**src/rtl/pwr_seq_pkg.sv**
```systemverilog
package pwr_seq_pkg;

    typedef enum logic [2:0] {
        ST_OFF     = 3'd0,
        ST_CFGLOAD = 3'd1,
        ST_STRAP   = 3'd2,
        ST_READY   = 3'd3,
        ST_WAIT    = 3'd4,
        ST_RAMP    = 3'd5,
        ST_ON      = 3'd6
    } seq_state_e;

    typedef enum logic [1:0] {
        STRAP_LOW  = 2'b00,
        STRAP_HIGH = 2'b01,
        STRAP_OPEN = 2'b10,
        STRAP_RSVD = 2'b11
    } strap_e;

endpackage

```
**src/rtl/pwr_seq_timer.sv**
```systemverilog
module pwr_seq_timer #(
    parameter int TIME_W = 12
) (
    input  logic              clk,
    input  logic              rst_n,
    input  logic              tick,
    input  logic              run,
    input  logic [TIME_W-1:0] limit,
    output logic [TIME_W-1:0] cnt,
    output logic              expire
);
    logic [TIME_W-1:0] cnt_q;

    assign cnt    = cnt_q;
    assign expire = run && tick && (cnt_q == limit - TIME_W'(1));

    always_ff @(posedge clk or negedge rst_n) begin
        if (!rst_n) begin
            cnt_q <= '0;
        end else if (!run) begin
            cnt_q <= '0;
        end else if (tick) begin
            cnt_q <= cnt_q + TIME_W'(1);
        end
    end

    // the count never runs past the limit while the window is open
    p_cnt_in_window_r5: assert property (@(posedge clk) disable iff (!rst_n)
        run |-> cnt_q < limit);

endmodule

```
**src/rtl/pwr_seq_ramp.sv**
```systemverilog
module pwr_seq_ramp #(
    parameter int CODE_W = 8,
    parameter int TIME_W = 12
) (
    input  logic              clk,
    input  logic              rst_n,
    input  logic              tick,
    input  logic              load,
    input  logic              run,
    input  logic              keep,
    input  logic [CODE_W-1:0] tgt_i,
    input  logic [TIME_W-1:0] ramp_i,
    output logic [CODE_W-1:0] sp_o,
    output logic              at_tgt_o
);
    logic [CODE_W-1:0] tgt_q, sp_q;
    logic [TIME_W-1:0] intv_q, icnt_q, intv_raw, intv_calc;

    always_comb begin
        intv_raw  = (tgt_i == '0) ? TIME_W'(1) : ramp_i / TIME_W'(tgt_i);
        intv_calc = (intv_raw == '0) ? TIME_W'(1) : intv_raw;
    end

    always_ff @(posedge clk or negedge rst_n) begin
        if (!rst_n) begin
            tgt_q  <= '0;
            sp_q   <= '0;
            intv_q <= TIME_W'(1);
            icnt_q <= '0;
        end else if (load) begin
            tgt_q  <= tgt_i;
            intv_q <= intv_calc;
            sp_q   <= '0;
            icnt_q <= '0;
        end else if (!keep) begin
            sp_q   <= '0;
            icnt_q <= '0;
        end else if (run && tick) begin
            if (icnt_q == intv_q - TIME_W'(1)) begin
                icnt_q <= '0;
                if (sp_q < tgt_q) sp_q <= sp_q + CODE_W'(1);
            end else begin
                icnt_q <= icnt_q + TIME_W'(1);
            end
        end
    end

    assign sp_o     = sp_q;
    assign at_tgt_o = (sp_q == tgt_q);

    p_sp_monotonic_r6: assert property (@(posedge clk) disable iff (!rst_n)
        (run && keep && $past(run)) |=> sp_q >= $past(sp_q));

    p_sp_bounded_r6: assert property (@(posedge clk) disable iff (!rst_n)
        run |-> sp_q <= tgt_q);

endmodule

```
**src/rtl/pwr_seq_top.sv**
```systemverilog
module pwr_seq_top
    import pwr_seq_pkg::*;
#(
    parameter int CODE_W         = 8,
    parameter int TIME_W         = 12,
    parameter int MEMCHK_TICKS   = 15,
    parameter int MIN_DLY_TICKS  = 7,
    parameter int DLY_LOW_TICKS  = 10,
    parameter int DLY_OPEN_TICKS = 50,
    parameter int DLY_HIGH_TICKS = 100
) (
    input  logic              clk,
    input  logic              rst_n,
    input  logic              tick,
    input  logic              pwr_good,
    input  logic              en,
    input  logic              cfg_valid,
    input  logic [1:0]        dly_strap,
    input  logic [TIME_W-1:0] cfg_dly,
    input  logic [CODE_W-1:0] tgt_code,
    input  logic [TIME_W-1:0] ramp_ticks,
    output logic [2:0]        state,
    output logic              ready,
    output logic              ramp_active,
    output logic              done,
    output logic [CODE_W-1:0] setpoint
);
    localparam logic [TIME_W-1:0] MEMCHK_LIM = TIME_W'(MEMCHK_TICKS);
    localparam logic [TIME_W-1:0] MIN_DLY    = TIME_W'(MIN_DLY_TICKS);

    seq_state_e        state_q, state_d;
    logic [TIME_W-1:0] dly_cfg_q, eff_dly, tmr_limit, tmr_cnt;
    logic              tmr_run, tmr_exp, done_q;
    logic              rmp_load, rmp_run, rmp_keep, at_tgt;

    function automatic logic [TIME_W-1:0] strap_ticks(input logic [1:0] code);
        unique case (strap_e'(code))
            STRAP_LOW:  return TIME_W'(DLY_LOW_TICKS);
            STRAP_HIGH: return TIME_W'(DLY_HIGH_TICKS);
            default:    return TIME_W'(DLY_OPEN_TICKS);
        endcase
    endfunction

    // start delay is never shorter than the floor
    assign eff_dly   = (dly_cfg_q < MIN_DLY) ? MIN_DLY : dly_cfg_q;
    assign tmr_run   = (state_q == ST_CFGLOAD) || (state_q == ST_WAIT);
    assign tmr_limit = (state_q == ST_CFGLOAD) ? MEMCHK_LIM : eff_dly;

    pwr_seq_timer #(.TIME_W(TIME_W)) u_timer (
        .clk    (clk),
        .rst_n  (rst_n),
        .tick   (tick),
        .run    (tmr_run),
        .limit  (tmr_limit),
        .cnt    (tmr_cnt),
        .expire (tmr_exp)
    );

    assign rmp_load = (state_q == ST_WAIT) && (state_d == ST_RAMP);
    assign rmp_run  = (state_q == ST_RAMP);
    assign rmp_keep = (state_d == ST_RAMP) || (state_d == ST_ON);

    pwr_seq_ramp #(.CODE_W(CODE_W), .TIME_W(TIME_W)) u_ramp (
        .clk      (clk),
        .rst_n    (rst_n),
        .tick     (tick),
        .load     (rmp_load),
        .run      (rmp_run),
        .keep     (rmp_keep),
        .tgt_i    (tgt_code),
        .ramp_i   (ramp_ticks),
        .sp_o     (setpoint),
        .at_tgt_o (at_tgt)
    );

    // next state: power loss first, then enable withdrawal, then timers
    always_comb begin
        state_d = state_q;
        if (!pwr_good) begin
            state_d = ST_OFF;
        end else begin
            unique case (state_q)
                ST_OFF:     state_d = ST_CFGLOAD;
                ST_CFGLOAD: if (tmr_exp) state_d = ST_STRAP;
                ST_STRAP:   state_d = ST_READY;
                ST_READY:   if (en) state_d = ST_WAIT;
                ST_WAIT:    if (!en) state_d = ST_READY;
                            else if (tmr_exp) state_d = ST_RAMP;
                ST_RAMP:    if (!en) state_d = ST_READY;
                            else if (at_tgt) state_d = ST_ON;
                ST_ON:      if (!en) state_d = ST_READY;
                default:    state_d = ST_OFF;
            endcase
        end
    end

    always_ff @(posedge clk or negedge rst_n) begin
        if (!rst_n) state_q <= ST_OFF;
        else        state_q <= state_d;
    end

    // registered outputs and captured configuration
    always_ff @(posedge clk or negedge rst_n) begin
        if (!rst_n) begin
            dly_cfg_q <= '0;
            done_q    <= 1'b0;
        end else begin
            if (state_q == ST_STRAP)
                dly_cfg_q <= cfg_valid ? cfg_dly : strap_ticks(dly_strap);
            done_q <= (state_q == ST_RAMP) && (state_d == ST_ON);
        end
    end

    always_comb begin
        state       = state_q;
        ready       = (state_q == ST_READY);
        ramp_active = (state_q == ST_RAMP);
        done        = done_q;
    end

    p_en_ignored_r2: assert property (@(posedge clk) disable iff (!rst_n)
        (state_q == ST_CFGLOAD) |=> (state_q inside {ST_CFGLOAD, ST_STRAP, ST_OFF}));

    p_strap_single_r3: assert property (@(posedge clk) disable iff (!rst_n)
        (state_q == ST_STRAP) |=> (state_q != ST_STRAP));

    p_min_delay_r5: assert property (@(posedge clk) disable iff (!rst_n)
        (state_q == ST_WAIT && tmr_exp) |-> (tmr_cnt >= MIN_DLY - TIME_W'(1)));

    p_done_pulse_r7: assert property (@(posedge clk) disable iff (!rst_n)
        done |=> !done);

    p_abort_r8: assert property (@(posedge clk) disable iff (!rst_n)
        ((state_q inside {ST_WAIT, ST_RAMP, ST_ON}) && !en && pwr_good)
        |=> (state_q == ST_READY && setpoint == '0));

    p_pg_loss_r9: assert property (@(posedge clk) disable iff (!rst_n)
        !pwr_good |=> (state_q == ST_OFF && setpoint == '0));

endmodule

```
**config.mk**
```make
export PLATFORM = sky130hd
export DESIGN_NAME = pwr_seq_top
export DESIGN_NICKNAME = d
export VERILOG_FILES = /design/src/rtl/pwr_seq_pkg.sv /design/src/rtl/pwr_seq_timer.sv /design/src/rtl/pwr_seq_ramp.sv /design/src/rtl/pwr_seq_top.sv
export SDC_FILE = /design/constraint.sdc
export NUM_CORES = 1
export LEC_CHECK = 0
export ABC_AREA = 1
export CAP_MARGIN = 20
export CORE_ASPECT_RATIO = 0.5
export CORE_MARGIN = 5
export CORE_UTILIZATION = 25
export CTS_CLUSTER_SIZE = 14
export DETAILED_ROUTE_END_ITERATION = 12
export PLACE_DENSITY = 0.4
export REMOVE_ABC_BUFFERS = 1
export SYNTH_ARGS = -nofsm -noshare
export SYNTH_HDL_FRONTEND = slang
export SYNTH_SLANG_ARGS = --single-unit
```
**constraint.sdc**
```tcl
create_clock -name clk -period 4.7 [get_ports clk]
set_input_delay 0.94 -clock clk [delete_from_list [all_inputs] [get_ports clk]]
set_output_delay 0.94 -clock clk [all_outputs]
set_load 0.005 [all_outputs]
```
; ---- Word-level counts from Yosys, hierarchy flattened
; Index checks and enable logic that the tools add are counted.
; W data, S select, Z words.
[totals]
word_cells = 70
output_inout_bits = 14
register_bits = 68
inputBits = 40
[op_classes]
n_reduce_logical = 12
eq_ne = 16
add_sub_neg = 5
magnitude_cmp = 2
mux = 26
div = 1
[ops]
columns = cell, n
row1 = $mux W12, 11
row2 = $mux W8, 5
row3 = $add A12 B1 Y12 const B, 2
row4 = $eq A12 B12 Y1, 2
row5 = $mux W3, 8
row6 = $sub A12 B1 Y12 const B, 2
row7 = $pmux W3 S7, 1
row8 = $eq A3 B3 Y1 const B, 5
row9 = $pmux W7 S2, 1
row10 = $div A12 B8 Y12, 1
row11 = $logic_not A12 Y1, 1
row12 = $lt A12 B3 Y1 const B, 1
row13 = $ne A3 B3 Y1 const B, 3
row14 = $add A8 B1 Y8 const B, 1
row15 = $eq A8 B8 Y1, 1
row16 = $logic_not A8 Y1, 1
row17 = $lt A8 B8 Y1, 1
row18 = $eq A3 B2 Y1 const B, 2
row19 = $logic_and A1 B1 Y1, 5
row20 = $eq A3 B1 Y1 const B, 1
row21 = $logic_not A3 Y1, 1
row22 = $reduce_and A3 Y1, 1
row23 = $eq A2 B1 Y1 const B, 1
row24 = $logic_not A2 Y1, 1
row25 = 2 further kinds, 3

; ---- Depth between registers and ports, before layout
[depth]
depth_word = 14
mapped_depth = 134
mapped_depth_nobuf = 131

; ---- Cells and area by module
; A second synthesis with hierarchy kept.
[hier_totals]
hier_cells = 1244
hier_area_um2 = 8130.3
[by_module_without_submodules]
columns = module, area_per_inst_um2, n_inst, seq_area_each_um2, cells_each
row1 = pwr_seq_ramp, 5997.0, 1, 1002.2, 911
row2 = pwr_seq_timer, 1131.1, 1, 300.3, 191
row3 = pwr_seq_top, 1002.2, 1, 400.4, 142

; ---- Worst setup path after synthesis
; No wires, ideal clock.
[synth_path]
path_kind = in2reg
start = in tgt_code[0]
end = reg u_ramp.intv_q[0]
setup_ns = 0.080
path_stages = 126
path_slack_ns = -12.250
arrival_time_ns = 16.870
path_buffers = 4
cell_sequence = inv_1 > ha_1 > or2_2 > nand3_1 > nand2_1 > nand2_1 > inv_1 > ha_1 > inv_1 > o21bai_1 > nand2_1 > or2_2 > nand2_1 > ha_1 > nand2_1 > nand3b_1 > nand2_1 > nand2_1 > [90 not listed] > nor2_1 > nand4_2 > inv_2 > buf_2 > nand2_1 > o21ai_0 > ha_1 > a21boi_0 > o21a_1 > o21ai_0 > nand2_1 > a21oi_1 > o21bai_1 > a21o_1 > a211oi_1 > nand3_1 > nor2_1 > a21oi_1
[synth_between]
elab_chain_len = 4
elab_cells_between_ends = 5
cone_classes = 1 x div / 2 x mux / 2 x reduce/logical
[synth_rtl]
columns = item, line_no
row1 = "start, declared", pwr_seq_top.sv:20  ; input logic [CODE_W-1:0] tgt_code,
row2 = $div A12 B8 Y12 / $logic_not A8 Y1 (equally long branches), pwr_seq_ramp.sv:20  ; intv_raw = (tgt_i == '0) ? TIME_W'(1) : ramp_i / TIME_W'(tgt_i);
row3 = $mux W12 (*), pwr_seq_ramp.sv:20
row4 = $logic_not A12 Y1, pwr_seq_ramp.sv:21  ; intv_calc = (intv_raw == '0) ? TIME_W'(1) : intv_raw;
row5 = $mux W12 (*), pwr_seq_ramp.sv:21
row6 = "end signal, assigned", pwr_seq_ramp.sv:32  ; intv_q <= intv_calc;
row7 = "end, declared", pwr_seq_ramp.sv:17  ; logic [TIME_W-1:0] intv_q, icnt_q, intv_raw, intv_calc;
; Mark *: on every way between the ends. The rest lies on a longest branch, timed or not.
; A chain may end at the register's enable or synchronous reset.

; ---- Worst setup path in the final report
; Ends and elaborated chain as after synthesis.

==> flow_metrics.tcl <==
set metrics [dict create \
    die_width_um 262.7 \
    worst_slew_pin_slew_ns 0.6046 \
    fin_skew_ns 0.006775 \
    clkLatencyLatePin_ns 0.34 \
    fmax_mhz 65.96 \
    num_antenna_cells 0 \
    vias 9245 \
    drv_cap 0 \
    synthAdderAreaFrac 0.1285 \
    power.share.sequential 0.066 \
    synth_area_leaders "dfrtp_1 (21%), nand2_1 (14%), ha_1 (13%), inv_1 (7.7%), xor2_1 (6.4%)" \
    p_comb_frac 0.870 \
    antenna_found_initial 0 \
    timing.hold.ws_ns 0.4829 \
    rows 46 \
    maxSlewHeadroom 0.5969 \
    layout.nets 1792 \
    synth_commonest_cells "nand2_1 (303), inv_1 (164), nand3_1 (101)" \
    p_leak_nw 6.808 \
    drt_iter0_drc 327 \
    synth-seq-cells 68 \
    cp_common_cell "buf_4" \
    hold_violations 0 \
    grt_pass1_vias 9382 \
    clk_pin_slew_ns 0.05 \
    tns_ns -46.34 \
    grt_remaining_overflow 0 \
    p_per_area_mw_per_mm2 674.3 \
    avgRoutedWirePerCell_um 12.82 \
    setup_viol 9 \
    grt_start_max_net_pins 45 \
    yosysTopAreaCell "dfrtp_1" \
    die_y_um 136.4 \
    ys_seq_area_frac 0.2133 \
    coreArea_sq_mm 0.03160 \
    start_util 0.2527 \
    syn_inst 1203 \
    rsz0062_at_grt "true" \
    grt_pass1_wl_um 44370 \
    gp_congestion 0.8379 \
    synth-main-ff-cell "dfrtp_1" \
    hpwl_um 19060 \
    violations "negative setup slack" \
    drive_gt1_frac 0.4277 \
    startpoint_type "input pin" \
    p_int_w 0.005497 \
    synth-xor-area-share 0.09104 \
    ios 54 \
    power_switching_w 0.003802 \
    synth_top_family_by_area "simple AND/OR/NAND/NOR gates" \
    synth_top_area_share 0.2100 \
    postRouteAntennaNets 0 \
    crit_path_max_incr_delay_ns 0.29 \
    slew_violations 0 \
    status "finished with violations" \
    cts_sinks 68 \
    avgViaCountPerCell 4.390 \
    critPathKind "in -> reg" \
    ys_warn_count 0 \
    power_switching_share 0.4088 \
    grt_use_total 0.1469 \
    synth-compound-area-share 0.1188 \
    synth_simple_gate_area_frac 0.3490 \
    cts_tree "yes" \
    hold_path.class "reg -> reg" \
    avgSynthCellArea_sq_um 6.638 \
    clockRootBuffer "clkbuf_16" \
    syn_to_final_growth_pct 72.70 \
    vdd_drop_max_uv 654.3 \
    htree_levels 3 \
    dp.cells 1900 \
    crit_fanout 7 \
    synth.distinct_cells 58 \
    slowest_stage "ha_4" \
    synth_mux_area_frac 0 \
    yosysMostFrequentCell "nand2_1" \
    wirelength_um 26990 \
    setup_ws_ns -10.46 \
    dr.pass1.iters 5 \
    worstSetupEndpointType "flop" \
    min_period_ns 15.16 \
    synth-async-reset-ratio 1.000 \
    final_cells 2106 \
    io_buffers 53 \
    required_ns 4.96 \
    synth_area_sq_mm 0.007985 \
    drc 0 \
    numCtsBuffers 9 \
    dieArea_sq_mm 0.03583 \
    p_clk_frac 0.064 \
    synth-edff-count 0 \
    finalCritPeriodShare 3.226 \
    cts_buffer_depth 2 \
    cp_data_arrival_time_ns 15.42 \
]
==> path summary, 6_finish.rpt <==
check | startpoint | depth (start not counted) | to | slack (ns)
max | tgt_code[0] | 117 | u_ramp.intv_q[0] | -10.46
min | u_timer.cnt[11] | 1 | u_timer.cnt[11] | 0.48
max reg2reg | state[2] | 20 | u_ramp.sp_o[3] | 0.86
min reg2reg | u_timer.cnt[11] | 1 | u_timer.cnt[11] | 0.48
max in group asynchronous | rst_n | 2 | u_ramp.intv_q[5] | 3.07
min in group asynchronous | rst_n | 1 | dly_cfg_q[0] | 0.61
==> metal layers <==
metal  up-vias  share of wire  global-route usage  wire length, um
li1       4870              -                   -                -
met1      4252           0.46              0.1817            12350
met2        88           0.51              0.2784            13720
met3        35          0.015             0.01103              412
met4         0          0.019             0.03945              513
met5         -              0                   0                0
==> worst max-delay path: cells and delay by family <==
| kind | cells | cell delay (ns) |
|---|---|---|
| AO/OA/AOI/OAI | 19 | 2.73 |
| adder cells (fa/ha/maj) | 10 | 2.36 |
| buffers and inverters | 35 | 3.91 |
| AND/OR/NAND/NOR | 53 | 5.42 |
==> metrics by stage <==
stage                     instance area [sq um]  utilization  total power (W)  setup WS [ns]
after floorplan                            7839            -         0.004006         -11.89
after global placement                    10680       0.3381         0.006491         -12.53
after detailed placement                  10680       0.3381         0.006527         -12.88
after CTS                                 13000       0.4114         0.008702         -10.63
after global routing                      13790       0.4364          0.01029         -11.41
final                                     13790       0.4364         0.009299         -10.46
==> cells in the final DEF (no fill, tap or decap), types with 35 or more instances in the layout <==
master,instances
buf_4,394
clkdlybuf4s50_1,43
dfrtp_1,67
ha_1,49
inv_1,139
nand2_1,231
nand2_2,56
nand3_1,73
nor2_1,86
o21ai_0,35
o21ai_1,36
xor2_1,57
==> state kept, by name, indices dropped and copies added, names as in the netlist <==
register	flops
dly_cfg_q	12
state	3
done	1
u_ramp.sp_o	8
u_ramp.icnt_q	12
u_ramp.intv_q	12
u_timer.cnt	12
u_ramp.tgt_q	8
==> cell type report <==
type / instances / area, sq um
Multi-Input combinational cell: 938 / 6751
Fill cell: 3102 / 17810
Inverter: 172 / 684.4
Sequential cell: 68 / 1703
Clock buffer: 12 / 236.5
Timing Repair Buffer: 480 / 3855
Timing Repair inverter: 1 / 5.005
Clock inverter: 3 / 15.01
Tap cell: 432 / 540.5
==> power groups by stage <==
stage                     logic (W)  clock network (W)  registers, W
after detailed placement    0.00590                  0      0.000627
after global routing        0.00902           0.000644      0.000619
final                       0.00809           0.000592      0.000617
after CTS                   0.00747           0.000619      0.000617
after global placement      0.00586                  0      0.000627
after floorplan             0.00338                  0      0.000623
==> cells by family after synthesis <==
family | after synthesis
compound gates | 165
xor+xnor | 83
fa+ha+maj | 82
buf+inv | 197
flops | 68
simple gates | 608
==> timing repair <==
item,4_1_cts,5_1_grt
resized for setup,222,152
endpoints found under the setup margin,9,9
gates cloned,1,0
pin swaps,104,122
endpoints found under the hold margin,0,0
hold buffers,0,0
setup buffers,174,26
Power figures use the tool's default switching activity.
